--- src/rtl/mxp_front_pkg.sv ---
package mxp_front_pkg;

   typedef enum logic [1:0] {
      ST_IDLE = 2'd0,
      ST_RUN  = 2'd1,
      ST_STOP = 2'd2
   } mxp_state_e;

   // register-region word offsets
   localparam int OFF_ID0     = 'h00;
   localparam int OFF_ID1     = 'h01;
   localparam int OFF_VER     = 'h02;
   localparam int OFF_CTRL    = 'h08;
   localparam int OFF_STAT    = 'h09;
   localparam int OFF_MODE    = 'h10;
   localparam int OFF_MODBITS = 'h11;
   localparam int OFF_EXPBITS = 'h12;
   localparam int OFF_BUFBITS = 'h13;
   localparam int OFF_ARRBITS = 'h14;

   localparam logic [31:0] ID_WORD0 = 32'h6D6F6465;
   localparam logic [31:0] ID_WORD1 = 32'h78706137;
   localparam logic [31:0] ID_VER   = 32'h302E3235;

   localparam int NUM_BANKS = 8;
   localparam int BANK_SEL_W = 3;

endpackage

--- src/rtl/mxp_opbank.sv ---
module mxp_opbank #(
   parameter int IDX_W  = 4,
   parameter int DATA_W = 32,
   localparam int DEPTH = 1 << IDX_W
) (
   input  logic              clk,
   input  logic              we,
   input  logic              re,
   input  logic [IDX_W-1:0]  idx,
   input  logic [DATA_W-1:0] wdata,
   output logic [DATA_W-1:0] rdata
);

   logic [DATA_W-1:0] mem [DEPTH];

   always_ff @(posedge clk) begin
      if (we) mem[idx] <= wdata;
      if (re) rdata <= mem[idx];
   end

endmodule

--- src/rtl/mxp_regfile.sv ---
module mxp_regfile
   import mxp_front_pkg::*;
#(
   parameter int OP_ADDR_W  = 4,
   parameter int ARRAY_BITS = 64,
   localparam int OFFS_W    = OP_ADDR_W + 3,
   localparam int BITS_W    = OP_ADDR_W + 6,
   localparam logic [31:0] BUF_BITS = 32'(32) << OP_ADDR_W
) (
   input  logic              clk,
   input  logic              rst_n,
   input  logic              wr_en,
   input  logic              rd_en,
   input  logic [OFFS_W-1:0] offset,
   input  logic [31:0]       wdata,
   input  logic              stat_ready,
   input  logic              stat_valid,
   output logic [31:0]       rdata,
   output logic [BITS_W-1:0] mod_bits,
   output logic [BITS_W-1:0] exp_bits,
   output logic              init_p,
   output logic              next_p
);

   logic [1:0]        ctrl_q;
   logic              crt_q;
   logic [BITS_W-1:0] mod_bits_q;
   logic [BITS_W-1:0] exp_bits_q;
   logic [31:0]       rdata_q;
   logic              init_p_q;
   logic              next_p_q;
   logic [31:0]       off32;
   logic [31:0]       rd_val;
   logic              hit_ctrl;
   wire               unused_wbits = ^wdata[31:BITS_W];

   assign off32    = 32'(offset);
   assign hit_ctrl = wr_en && (off32 == OFF_CTRL);

   always_comb begin
      case (off32)
         OFF_ID0:     rd_val = ID_WORD0;
         OFF_ID1:     rd_val = ID_WORD1;
         OFF_VER:     rd_val = ID_VER;
         OFF_CTRL:    rd_val = {30'd0, ctrl_q};
         OFF_STAT:    rd_val = {30'd0, stat_valid, stat_ready};
         OFF_MODE:    rd_val = {30'd0, crt_q, 1'b0};
         OFF_MODBITS: rd_val = 32'(mod_bits_q);
         OFF_EXPBITS: rd_val = 32'(exp_bits_q);
         OFF_BUFBITS: rd_val = BUF_BITS;
         OFF_ARRBITS: rd_val = 32'(ARRAY_BITS);
         default:     rd_val = 32'd0;
      endcase
   end

   always_ff @(posedge clk or negedge rst_n) begin
      if (!rst_n) begin
         ctrl_q     <= 2'b00;
         crt_q      <= 1'b0;
         mod_bits_q <= '0;
         exp_bits_q <= '0;
         rdata_q    <= 32'd0;
         init_p_q   <= 1'b0;
         next_p_q   <= 1'b0;
      end else begin
         init_p_q <= hit_ctrl && wdata[0] && !ctrl_q[0];
         next_p_q <= hit_ctrl && wdata[1] && !ctrl_q[1];
         if (wr_en) begin
            case (off32)
               OFF_CTRL:    ctrl_q     <= wdata[1:0];
               OFF_MODE:    crt_q      <= wdata[1];
               OFF_MODBITS: mod_bits_q <= wdata[BITS_W-1:0];
               OFF_EXPBITS: exp_bits_q <= wdata[BITS_W-1:0];
               default:     ;
            endcase
         end
         if (rd_en) rdata_q <= rd_val;
      end
   end

   assign rdata    = rdata_q;
   assign mod_bits = mod_bits_q;
   assign exp_bits = exp_bits_q;
   assign init_p   = init_p_q;
   assign next_p   = next_p_q;

endmodule

--- src/rtl/mxp_seq.sv ---
module mxp_seq
   import mxp_front_pkg::*;
#(
   parameter int BITS_W  = 10,
   localparam int WORDS_W = BITS_W - 5
) (
   input  logic               clk,
   input  logic               rst_n,
   input  logic               init_p,
   input  logic               next_p,
   input  logic [BITS_W-1:0]  mod_bits,
   input  logic [BITS_W-1:0]  exp_bits,
   input  logic               eng_done,
   output mxp_state_e         st,
   output logic               op_init,
   output logic               ready,
   output logic               valid,
   output logic [WORDS_W-1:0] mod_w_l,
   output logic [WORDS_W-1:0] exp_w_l
);

   wire unused_lowbits = ^{mod_bits[4:0], exp_bits[4:0]};

   always_ff @(posedge clk or negedge rst_n) begin
      if (!rst_n) begin
         st      <= ST_IDLE;
         op_init <= 1'b0;
         ready   <= 1'b0;
         valid   <= 1'b0;
         mod_w_l <= '0;
         exp_w_l <= '0;
      end else begin
         case (st)
            ST_IDLE: begin
               if (init_p || next_p) begin
                  st      <= ST_RUN;
                  op_init <= init_p;
                  mod_w_l <= mod_bits[BITS_W-1:5];
                  if (init_p) begin
                     ready <= 1'b0;
                  end else begin
                     valid   <= 1'b0;
                     exp_w_l <= exp_bits[BITS_W-1:5];
                  end
               end
            end
            ST_RUN: begin
               if (eng_done) st <= ST_STOP;
            end
            ST_STOP: begin
               if (op_init) ready <= 1'b1;
               else         valid <= 1'b1;
               st <= ST_IDLE;
            end
            default: st <= ST_IDLE;
         endcase
      end
   end

endmodule

--- src/rtl/mxp_engine_stub.sv ---
module mxp_engine_stub #(
   parameter int WORDS_W = 5,
   parameter int BASE    = 6,
   localparam int CNT_W  = WORDS_W + 9
) (
   input  logic               clk,
   input  logic               rst_n,
   input  logic               run,
   input  logic [WORDS_W-1:0] mod_w,
   input  logic [WORDS_W-1:0] exp_w,
   output logic               done
);

   logic [CNT_W-1:0] cnt;
   logic [CNT_W-1:0] target;

   assign target = CNT_W'(BASE) + CNT_W'(mod_w) + CNT_W'(exp_w);

   always_ff @(posedge clk or negedge rst_n) begin
      if (!rst_n)   cnt <= '0;
      else if (run) cnt <= cnt + 1'b1;
      else          cnt <= '0;
   end

   assign done = run && (cnt == target);

endmodule

--- src/rtl/mxp_bus_front.sv ---
module mxp_bus_front
   import mxp_front_pkg::*;
#(
   parameter int OP_ADDR_W  = 4,
   parameter int ARRAY_BITS = 64,
   parameter int STUB_BASE  = 6,
   localparam int ADDR_W    = OP_ADDR_W + 4,
   localparam int OFFS_W    = OP_ADDR_W + 3,
   localparam int BITS_W    = OP_ADDR_W + 6,
   localparam int WORDS_W   = BITS_W - 5
) (
   input  logic              clk,
   input  logic              rst_n,
   input  logic              bus_cs,
   input  logic              bus_we,
   input  logic [ADDR_W-1:0] bus_addr,
   input  logic [31:0]       bus_wdata,
   output logic [31:0]       bus_rdata
);

   if (OP_ADDR_W < 2 || OP_ADDR_W > 12) begin : g_bad_addr_w
      $error("OP_ADDR_W must lie in 2..12");
   end
   if (STUB_BASE < 1 || STUB_BASE > 255) begin : g_bad_base
      $error("STUB_BASE must lie in 1..255");
   end

   logic                  region_op;
   logic [BANK_SEL_W-1:0] bank_sel;
   logic [OP_ADDR_W-1:0]  word_idx;
   logic                  reg_wr, reg_rd;
   logic [31:0]           reg_rdata;
   logic [BITS_W-1:0]     mod_bits, exp_bits;
   logic                  init_p, next_p;
   mxp_state_e            st;
   logic                  op_init, ready, valid, eng_done;
   logic [WORDS_W-1:0]    mod_w_l, exp_w_l;
   logic [31:0]           bank_rd [NUM_BANKS];
   logic                  rsel_op_q;
   logic [BANK_SEL_W-1:0] rbank_q;

   assign region_op = bus_addr[ADDR_W-1];
   assign bank_sel  = bus_addr[ADDR_W-2 -: BANK_SEL_W];
   assign word_idx  = bus_addr[OP_ADDR_W-1:0];
   assign reg_wr    = bus_cs && bus_we && !region_op;
   assign reg_rd    = bus_cs && !bus_we && !region_op;

   mxp_regfile #(.OP_ADDR_W(OP_ADDR_W), .ARRAY_BITS(ARRAY_BITS)) u_regs (
      .clk        (clk),
      .rst_n      (rst_n),
      .wr_en      (reg_wr),
      .rd_en      (reg_rd),
      .offset     (bus_addr[OFFS_W-1:0]),
      .wdata      (bus_wdata),
      .stat_ready (ready),
      .stat_valid (valid),
      .rdata      (reg_rdata),
      .mod_bits   (mod_bits),
      .exp_bits   (exp_bits),
      .init_p     (init_p),
      .next_p     (next_p)
   );

   for (genvar g = 0; g < NUM_BANKS; g++) begin : g_bank
      logic hit;
      assign hit = bus_cs && region_op && (bank_sel == BANK_SEL_W'(g));
      mxp_opbank #(.IDX_W(OP_ADDR_W), .DATA_W(32)) u_bank (
         .clk   (clk),
         .we    (hit && bus_we),
         .re    (hit && !bus_we),
         .idx   (word_idx),
         .wdata (bus_wdata),
         .rdata (bank_rd[g])
      );
   end

   always_ff @(posedge clk or negedge rst_n) begin
      if (!rst_n) begin
         rsel_op_q <= 1'b0;
         rbank_q   <= '0;
      end else if (bus_cs && !bus_we) begin
         rsel_op_q <= region_op;
         rbank_q   <= bank_sel;
      end
   end

   assign bus_rdata = rsel_op_q ? bank_rd[rbank_q] : reg_rdata;

   mxp_seq #(.BITS_W(BITS_W)) u_seq (
      .clk      (clk),
      .rst_n    (rst_n),
      .init_p   (init_p),
      .next_p   (next_p),
      .mod_bits (mod_bits),
      .exp_bits (exp_bits),
      .eng_done (eng_done),
      .st       (st),
      .op_init  (op_init),
      .ready    (ready),
      .valid    (valid),
      .mod_w_l  (mod_w_l),
      .exp_w_l  (exp_w_l)
   );

   mxp_engine_stub #(.WORDS_W(WORDS_W), .BASE(STUB_BASE)) u_eng (
      .clk   (clk),
      .rst_n (rst_n),
      .run   (st == ST_RUN),
      .mod_w (mod_w_l),
      .exp_w (exp_w_l),
      .done  (eng_done)
   );

endmodule

--- config.mk ---
export PLATFORM = sky130hd
export DESIGN_NAME = mxp_bus_front
export DESIGN_NICKNAME = d
export VERILOG_FILES = /design/src/rtl/mxp_front_pkg.sv /design/src/rtl/mxp_opbank.sv /design/src/rtl/mxp_regfile.sv /design/src/rtl/mxp_seq.sv /design/src/rtl/mxp_engine_stub.sv /design/src/rtl/mxp_bus_front.sv
export SDC_FILE = /design/constraint.sdc
export NUM_CORES = 2
export LEC_CHECK = 0
export ABC_AREA = 1
export BUFFER_PORTS_ARGS = -buffer_cell sky130_fd_sc_hd__buf_4
export CAP_MARGIN = 30
export CORE_ASPECT_RATIO = 0.75
export CORE_MARGIN = 2
export CORE_UTILIZATION = 55
export DETAILED_ROUTE_END_ITERATION = 10
export GPL_ROUTABILITY_DRIVEN = 1
export PLACE_DENSITY = 0.76
export SETUP_SLACK_MARGIN = 0.5
export SYNTH_ARGS = -nofsm -noshare
export SYNTH_HDL_FRONTEND = slang
export SYNTH_SLANG_ARGS = --single-unit
--- constraint.sdc ---
create_clock -name clk -period 2 [get_ports clk]
set_input_delay 0.2 -clock clk [delete_from_list [all_inputs] [get_ports clk]]
set_output_delay 0.2 -clock clk [all_outputs]
set_load 0.01 [all_outputs]
Yosys cells after proc, flatten, opt, wreduce, memory -nomap -nowiden --
Memories as Yosys holds them, arrays and structs flattened. A register that Yosys moved wholly into a read port is not among the register bits. Cells that the tools add are included.
Word-level totals: memories kept 8, output and inout bits 32, flip-flop bits (word level) 90, bits in writable memories 4096, latch bits 0, logic and storage cells 141, bits in read-only memories 0, input port bits 44
Cells by class: div/mod/pow operators 0, bitwise gates (word level) 2, $add $sub $neg 3, magnitude comparators 1, equal/unequal tests 25, reduce and logical (&&, ||, !) cells 53, $mul 0, muxes and demuxes 33, shift operators 0
Memories:
- g_bank[0].u_bank.mem | words 16, bits a word 32, read ports 1, clocked after memory_dff 1, wr ports 1, line mxp_opbank.sv:14 | logic [DATA_W-1:0] mem [DEPTH];
- g_bank[1].u_bank.mem | words 16, bits a word 32, read ports 1, clocked after memory_dff 1, wr ports 1, line mxp_opbank.sv:14
- g_bank[2].u_bank.mem | words 16, bits a word 32, read ports 1, clocked after memory_dff 1, wr ports 1, line mxp_opbank.sv:14
- g_bank[3].u_bank.mem | words 16, bits a word 32, read ports 1, clocked after memory_dff 1, wr ports 1, line mxp_opbank.sv:14
- g_bank[4].u_bank.mem | words 16, bits a word 32, read ports 1, clocked after memory_dff 1, wr ports 1, line mxp_opbank.sv:14
- g_bank[5].u_bank.mem | words 16, bits a word 32, read ports 1, clocked after memory_dff 1, wr ports 1, line mxp_opbank.sv:14
- 2 more memories
Operators by type and width (number):
- 31-bit one-hot mux with 10 select lines | 1
- 32-bit binary-select mux with 3-bit select | 1
- 32-bit two-way mux | 3
- 7-bit by 5-bit == test with 1-bit output, second input constant | 5
- 1-bit logical AND | 35
- 32-bit logical NOT | 1
- 1-bit two-way mux | 22
- 14-bit by 1-bit adder with 14-bit output, second input constant | 1
- 14-bit by 5-bit adder with 14-bit output | 1
- 14-bit == test | 1
- 7-bit by 4-bit == test with 1-bit output, second input constant | 2
- 14-bit two-way mux | 1
- 3-bit == test, second input constant | 4
- 2-bit AND reduction | 6
- 2-bit != test, second input constant | 4
- 4-bit AND reduction | 2
- 7-bit by 1-bit == test with 1-bit output, second input constant | 1
- 7-bit by 2-bit == test with 1-bit output, second input constant | 1
- 3-bit by 5-bit adder with 6-bit output, first input constant | 1
- 3-bit by 2-bit == test with 1-bit output, second input constant | 2
- 4-bit >= comparator, second input constant | 1
- 1-bit logical NOT | 4
- 2-bit two-way mux | 2
- 2-bit by 1-bit != test with 1-bit output, second input constant | 2
- 12 further kinds | 13

Depth between registers and ports, before layout --
depth after elaboration 6, gate-level depth with buffers 15, depth with buffers taken out 15

Cells and area by module --
Synthesis repeated with hierarchy kept, for this count alone.
Unflattened totals: cell total of the unflattened synthesis 18266, area total of the unflattened synthesis 187861.4 sq um
Modules (own cells, without submodules):
- mxp_opbank | times used 8, cells an instance 2113, area each 22534.1 sq um, sequential area each 16335.7 sq um
- mxp_bus_front | times used 1, cells an instance 880, area each 3706.1 sq um, sequential area each 100.1 sq um
- mxp_regfile | times used 1, cells an instance 261, area each 2184.6 sq um, sequential area each 1051.0 sq um
- mxp_engine_stub | times used 1, cells an instance 153, area each 1084.8 sq um, sequential area each 350.3 sq um
- mxp_seq | times used 1, cells an instance 68, area each 613.1 sq um, sequential area each 375.4 sq um

Worst setup path before layout --
No wires, ideal clock.
kind in2reg, start in bus_we, end reg g_bank[2].u_bank.rdata[0], read port of g_bank[2].u_bank.mem, enable pin, buffers on the path 2, arrival 3.728 ns, setup slack -2.229 ns, required time 1.498 ns, setup time 0.502 ns, cell stages on the path 3, path through buf_2 -> buf_1 -> nor4_1
Between the ends: longest elaborated chain between the ends 2
RTL lines:
- start, declared | line mxp_bus_front.sv:15 | input logic bus_we,
- 1-bit logical NOT | line mxp_bus_front.sv:70 | .re (hit && !bus_we),
- 1-bit logical AND | line mxp_bus_front.sv:70
- via g_bank[2].u_bank.re | line mxp_opbank.sv:8 | input logic re,
- end, declared | line mxp_opbank.sv:11 | output logic [DATA_W-1:0] rdata
The timed path passes the listed nets, and every way through them passes these cells. A chain may end at the register's enable or synchronous reset.

Final worst setup path --
start reg rbank_q[0], end out bus_rdata[8]
Between the ends: longest elaborated chain between the ends 5
RTL lines:
- start, declared | line mxp_bus_front.sv:40 | logic [BANK_SEL_W-1:0] rbank_q;
- start signal, assigned | line mxp_bus_front.sv:83 | rbank_q <= bank_sel;
- 3-bit NOT with 4-bit output (not written as such) | line mxp_bus_front.sv:87 | assign bus_rdata = rsel_op_q ? bank_rd[rbank_q] : reg_rdata;
- 32-bit binary-select mux with 3-bit select | line mxp_bus_front.sv:87
- 32-bit two-way mux (not written as such) (2 in a row) | line mxp_bus_front.sv:87
- 32-bit two-way mux | line mxp_bus_front.sv:87
- end, declared | line mxp_bus_front.sv:18 | output logic [31:0] bus_rdata
Every way passes these cells. The select of a mux whose other input is x is not followed.

==> flow_metrics.tcl <==
set metrics [dict create \
    seqPwrFrac 0.546 \
    cts.sinks 4427 \
    rsz0062_at_grt "true" \
    path_cells "buf_12 -> nor2_1 -> buf_4 -> o22ai_2 -> buf_6 -> o211ai_1 -> o21ai_1 -> buf_4" \
    ant_nets 0 \
    final_nets 10900 \
    power.leakage_nw 63.3 \
    status "finished with violations" \
    drt-initial-drc-count 19900 \
    grt_overflow 0 \
    n_fill_cell 18400 \
    synth_area_per_cell_sq_um 16.5 \
    netlist_instances 9869 \
    vias 104000 \
    synth_cell_types 33 \
    cp-end-kind "output pin" \
    path_delay_family "compound AO/OA/AOI/OAI gates" \
    vdd_drop_max_mv 0.920 \
    critPathMaxFanout 6 \
    synth_compound_area_frac 0.128 \
    start_util 0.552 \
    grt_max_degree 129 \
    synth_xor_area_frac 0.000376 \
    syn_nets 9922 \
    dp_slack_ns -0.574 \
    maxSlewViolCount 0 \
    hold_path_end "u_regs.ctrl_q[1]$_DFFE_PN0P_" \
    ios 76 \
    cts_buffer_depth 4 \
    finalClockSkew_ns 0.0371 \
    drc 0 \
    synth_seq_cells 4427 \
    dr.pass1.iters 8 \
    hold_viol_final 3 \
    grt_pass1_vias 99600 \
    setup_viol 50 \
    crit_required_ns 1.80 \
    cts_made_buffers 381 \
    worst_slack_ns -1.25 \
    cpMaxStageDelayCell "dfrtp_4" \
    power_switching_mw 41.8 \
    cpPeakStageDelay_ns 0.59 \
    worstSetupPathType "flip-flop to output pin" \
    viasPerCell 6.87 \
    fp.dieH_microns 476 \
    timing.fmax_ghz 0.307 \
    finalCritPeriodShare 1.63 \
    antenna_found_initial 31 \
    rr_endpoint "u_seq.st[0]$_DFFE_PN0P_" \
    hold_start "bus_we" \
    clkPwrFrac 0.383 \
    cpMostUsedCell "buf_4" \
    design.die.area_sq_mm 0.301 \
    hp-class "primary input to flip-flop" \
    fp-row-count 173 \
    place.gp.congestion 1.02 \
    synth_area_leaders "edfxtp_1 80%, a22oi_1 9.4%, a21oi_1 2.4%" \
    start_kind "flip-flop" \
    grt_first_pass_wirelength_mm 706 \
    track_usage 0.327 \
    crit_buf_inv 4 \
    combinationalPowerShare 0.071 \
    worst_r2r_path_depth 10 \
    port_buffers 75 \
    yosys_warnings 0 \
    clkLatencyLatePin_ns 0.93 \
    r2r_start "u_seq.mod_w_l[0]$_DFFE_PN0P_" \
    synth_largest_area_cell "edfxtp_1" \
    synth_top_area_share 0.801 \
    synth_top_family_by_area "compound AO/OA/AOI/OAI gates" \
    htree_num_levels 5 \
    synthAdderAreaFrac 0.000736 \
    violations "negative hold slack, negative setup slack" \
    synthSimpleGateAreaFrac 0.0389 \
    wl_per_cell_microns 33.5 \
    critical_path_arrival_ns 3.05 \
    worst_slew_margin_rel 0.337 \
    layout-drive-gt1-share 0.195 \
    drv_cap 0 \
    cts_tree "built" \
    switching_share 0.224 \
    synthMuxAreaShare 0.000138 \
    synth_area_sq_mm 0.163 \
    worst-path-stages 8 \
    dp.final_hpwl_mm 296 \
    path_clk_slew_ns 0.07 \
    die_width_microns 633 \
    worstHoldPathCells 6 \
    pwr_density_cell_mw_per_mm2 959 \
    syn2layout_area_growth_pct 19.4 \
    finalCriticalPeriod_ns 3.25 \
    worstMarginPinSlew_ns 0.994 \
    yosysSeqAreaShare 0.812 \
    coreArea_sq_mm 0.296 \
    whs_ns -0.0106 \
    wl_mm 505 \
    ff2ff_setup_slack_ns 0.03 \
    intPower_mw 145 \
    root_buffer "clkbuf_16" \
]
## synthesized netlist by cell type
| cell type | n |
|---|---|
| edfxtp_1 | 4352 |
| a22oi_1 | 2048 |
| nand2_1 | 945 |
| a21oi_1 | 782 |
| buf_2 | 328 |
| nor2_1 | 304 |
| nor3_1 | 265 |
| clkbuf_1 | 245 |
| o21ai_0 | 187 |
| inv_1 | 90 |
| dfrtp_1 | 75 |
| buf_1 | 63 |
| nand3_1 | 46 |
| o221ai_1 | 41 |
| o22ai_1 | 20 |
| o211ai_1 | 17 |
| o21ai_1 | 12 |
| ha_1 | 8 |
| a31oi_1 | 7 |
| nand4_1 | 6 |
| nor4_1 | 5 |
| xor2_1 | 4 |
| clkinv_1 | 3 |
| xnor2_1 | 3 |
| clkbuf_2 | 2 |
| mux2_2 | 2 |
| nor2_2 | 2 |
| nor2_4 | 2 |
| a22o_1 | 1 |
| buf_4 | 1 |
| fa_1 | 1 |
| inv_2 | 1 |
| or2_2 | 1 |
## area by class of cell
cell class / instances / area (sq um) / share of cell area
clock inverter: 211 / 1590 / 0.00816
antenna: 11 / 27.5 / 0.000141
clock buffer: 465 / 10100 / 0.0521
inverter: 94 / 397 / 0.00204
multi-input combinational: 4709 / 30400 / 0.156
timing repair buffer: 1220 / 14800 / 0.0761
tap: 3937 / 4930 / 0.0253
sequential: 4427 / 133000 / 0.680
timing repair inverter: 1 / 11.3 / 0.0000578
## through the flow
step                power, mW  TNS (ns)  area [sq um]  utilization  instances
detailed placement        116   -831.60        180000        0.609      14300
global placement          115   -771.73        180000        0.609      14300
global route              191    -31.78        195000        0.659      15100
CTS                       186    -29.30        194000        0.655      15000
floorplan                 109   -866.96        164000            -       9869
finish                    187    -32.03        195000        0.659      15100
## registers in the layout, indices dropped and copies added, names as in the netlist, 2 cells and up
signal / count
u_regs.exp_bits: 10
g_bank.u_bank.rdata: 256
u_regs.rdata: 17
u_regs.mod_bits: 10
u_regs.ctrl_q: 2
u_seq.mod_w_l: 5
rbank_q: 3
g_bank.u_bank.mem: 4096
u_eng.cnt: 14
u_seq.exp_w_l: 5
u_seq.st: 2
## layout by cell type, fill, tap and decap left out, types with 44 or more instances in the layout
master and n:
a21oi_1 765, dlygate4sd3_1 44, nor3_1 223, inv_1 81, buf_6 64, clkinv_1 93
nor2_1 121, o21ai_1 48, nor2_4 148, buf_12 405, a22oi_2 51, clkbuf_16 401
o21ai_0 94, buf_4 690, clkinv_2 72, nand2_1 906, edfxtp_1 4352, dfrtp_1 71
clkbuf_1 69, a22oi_1 1997
## what timing repair did
item,in CTS,in global routing
endpoints found under the hold margin,2498,122
resized for setup,300,254
setup endpoints to repair,155,4384
setup buffers,11,14
hold buffers,44,4
gates cloned,5,8
pin swaps,92,85
## power groups by stage
stage	logic, mW	registers [mW]	clock network (mW)
4_1_cts	12.2	102	71.5
6_report	13.2	102	71.6
3_3_place_gp	11.1	104	0
2_1_floorplan	4.63	104	0
3_5_place_dp	11.5	104	0
5_1_grt	13.6	102	74.9
## routing by layer
layer | vias to the layer above | track usage | wire length (microns) | share of wire
met4 | 16 | 0.132 | 22700 | 0.045
li1 | 41400 | - | - | -
met5 | - | 0 | 102 | 0.00020
met3 | 1447 | 0.113 | 90200 | 0.18
met1 | 51000 | 0.455 | 171000 | 0.34
met2 | 9683 | 0.476 | 221000 | 0.44
## logic make-up (layout without fill, tap and decap cells)
kind of cell	count (synthesis)	in the layout
AO/OA/AOI/OAI	3115	3115
XOR/XNOR	7	7
adder cells (fa/ha/maj)	9	9
buffers and inverters	733	1991
flip-flops	4427	4427
multiplexers	2	2
other	0	11
AND/OR/NAND/NOR	1576	1576
## worst max path at each step
stage                                start                                   end  slack, ns
floorplan                           bus_cs   g_bank[4].u_bank.rdata[0]$_DFFE_PP_      -0.33
global placement               bus_addr[1]  g_bank[0].u_bank.rdata[30]$_DFFE_PP_      -0.51
detailed placement             bus_addr[1]  g_bank[0].u_bank.rdata[30]$_DFFE_PP_      -0.57
CTS                 rbank_q[0]$_DFFE_PN0P_                          bus_rdata[8]      -1.01
global route        rbank_q[0]$_DFFE_PN0P_                          bus_rdata[8]      -1.14
finish              rbank_q[0]$_DFFE_PN0P_                          bus_rdata[8]      -1.25
## worst min-delay path, stage by stage
cell     delay, ns
buf_6         0.15
nand2_1       0.08
nor2_1        0.10
nand4_1       0.11
inv_1         0.08
o21ai_0       0.14
Note: power is estimated with default switching activity, not from simulation.
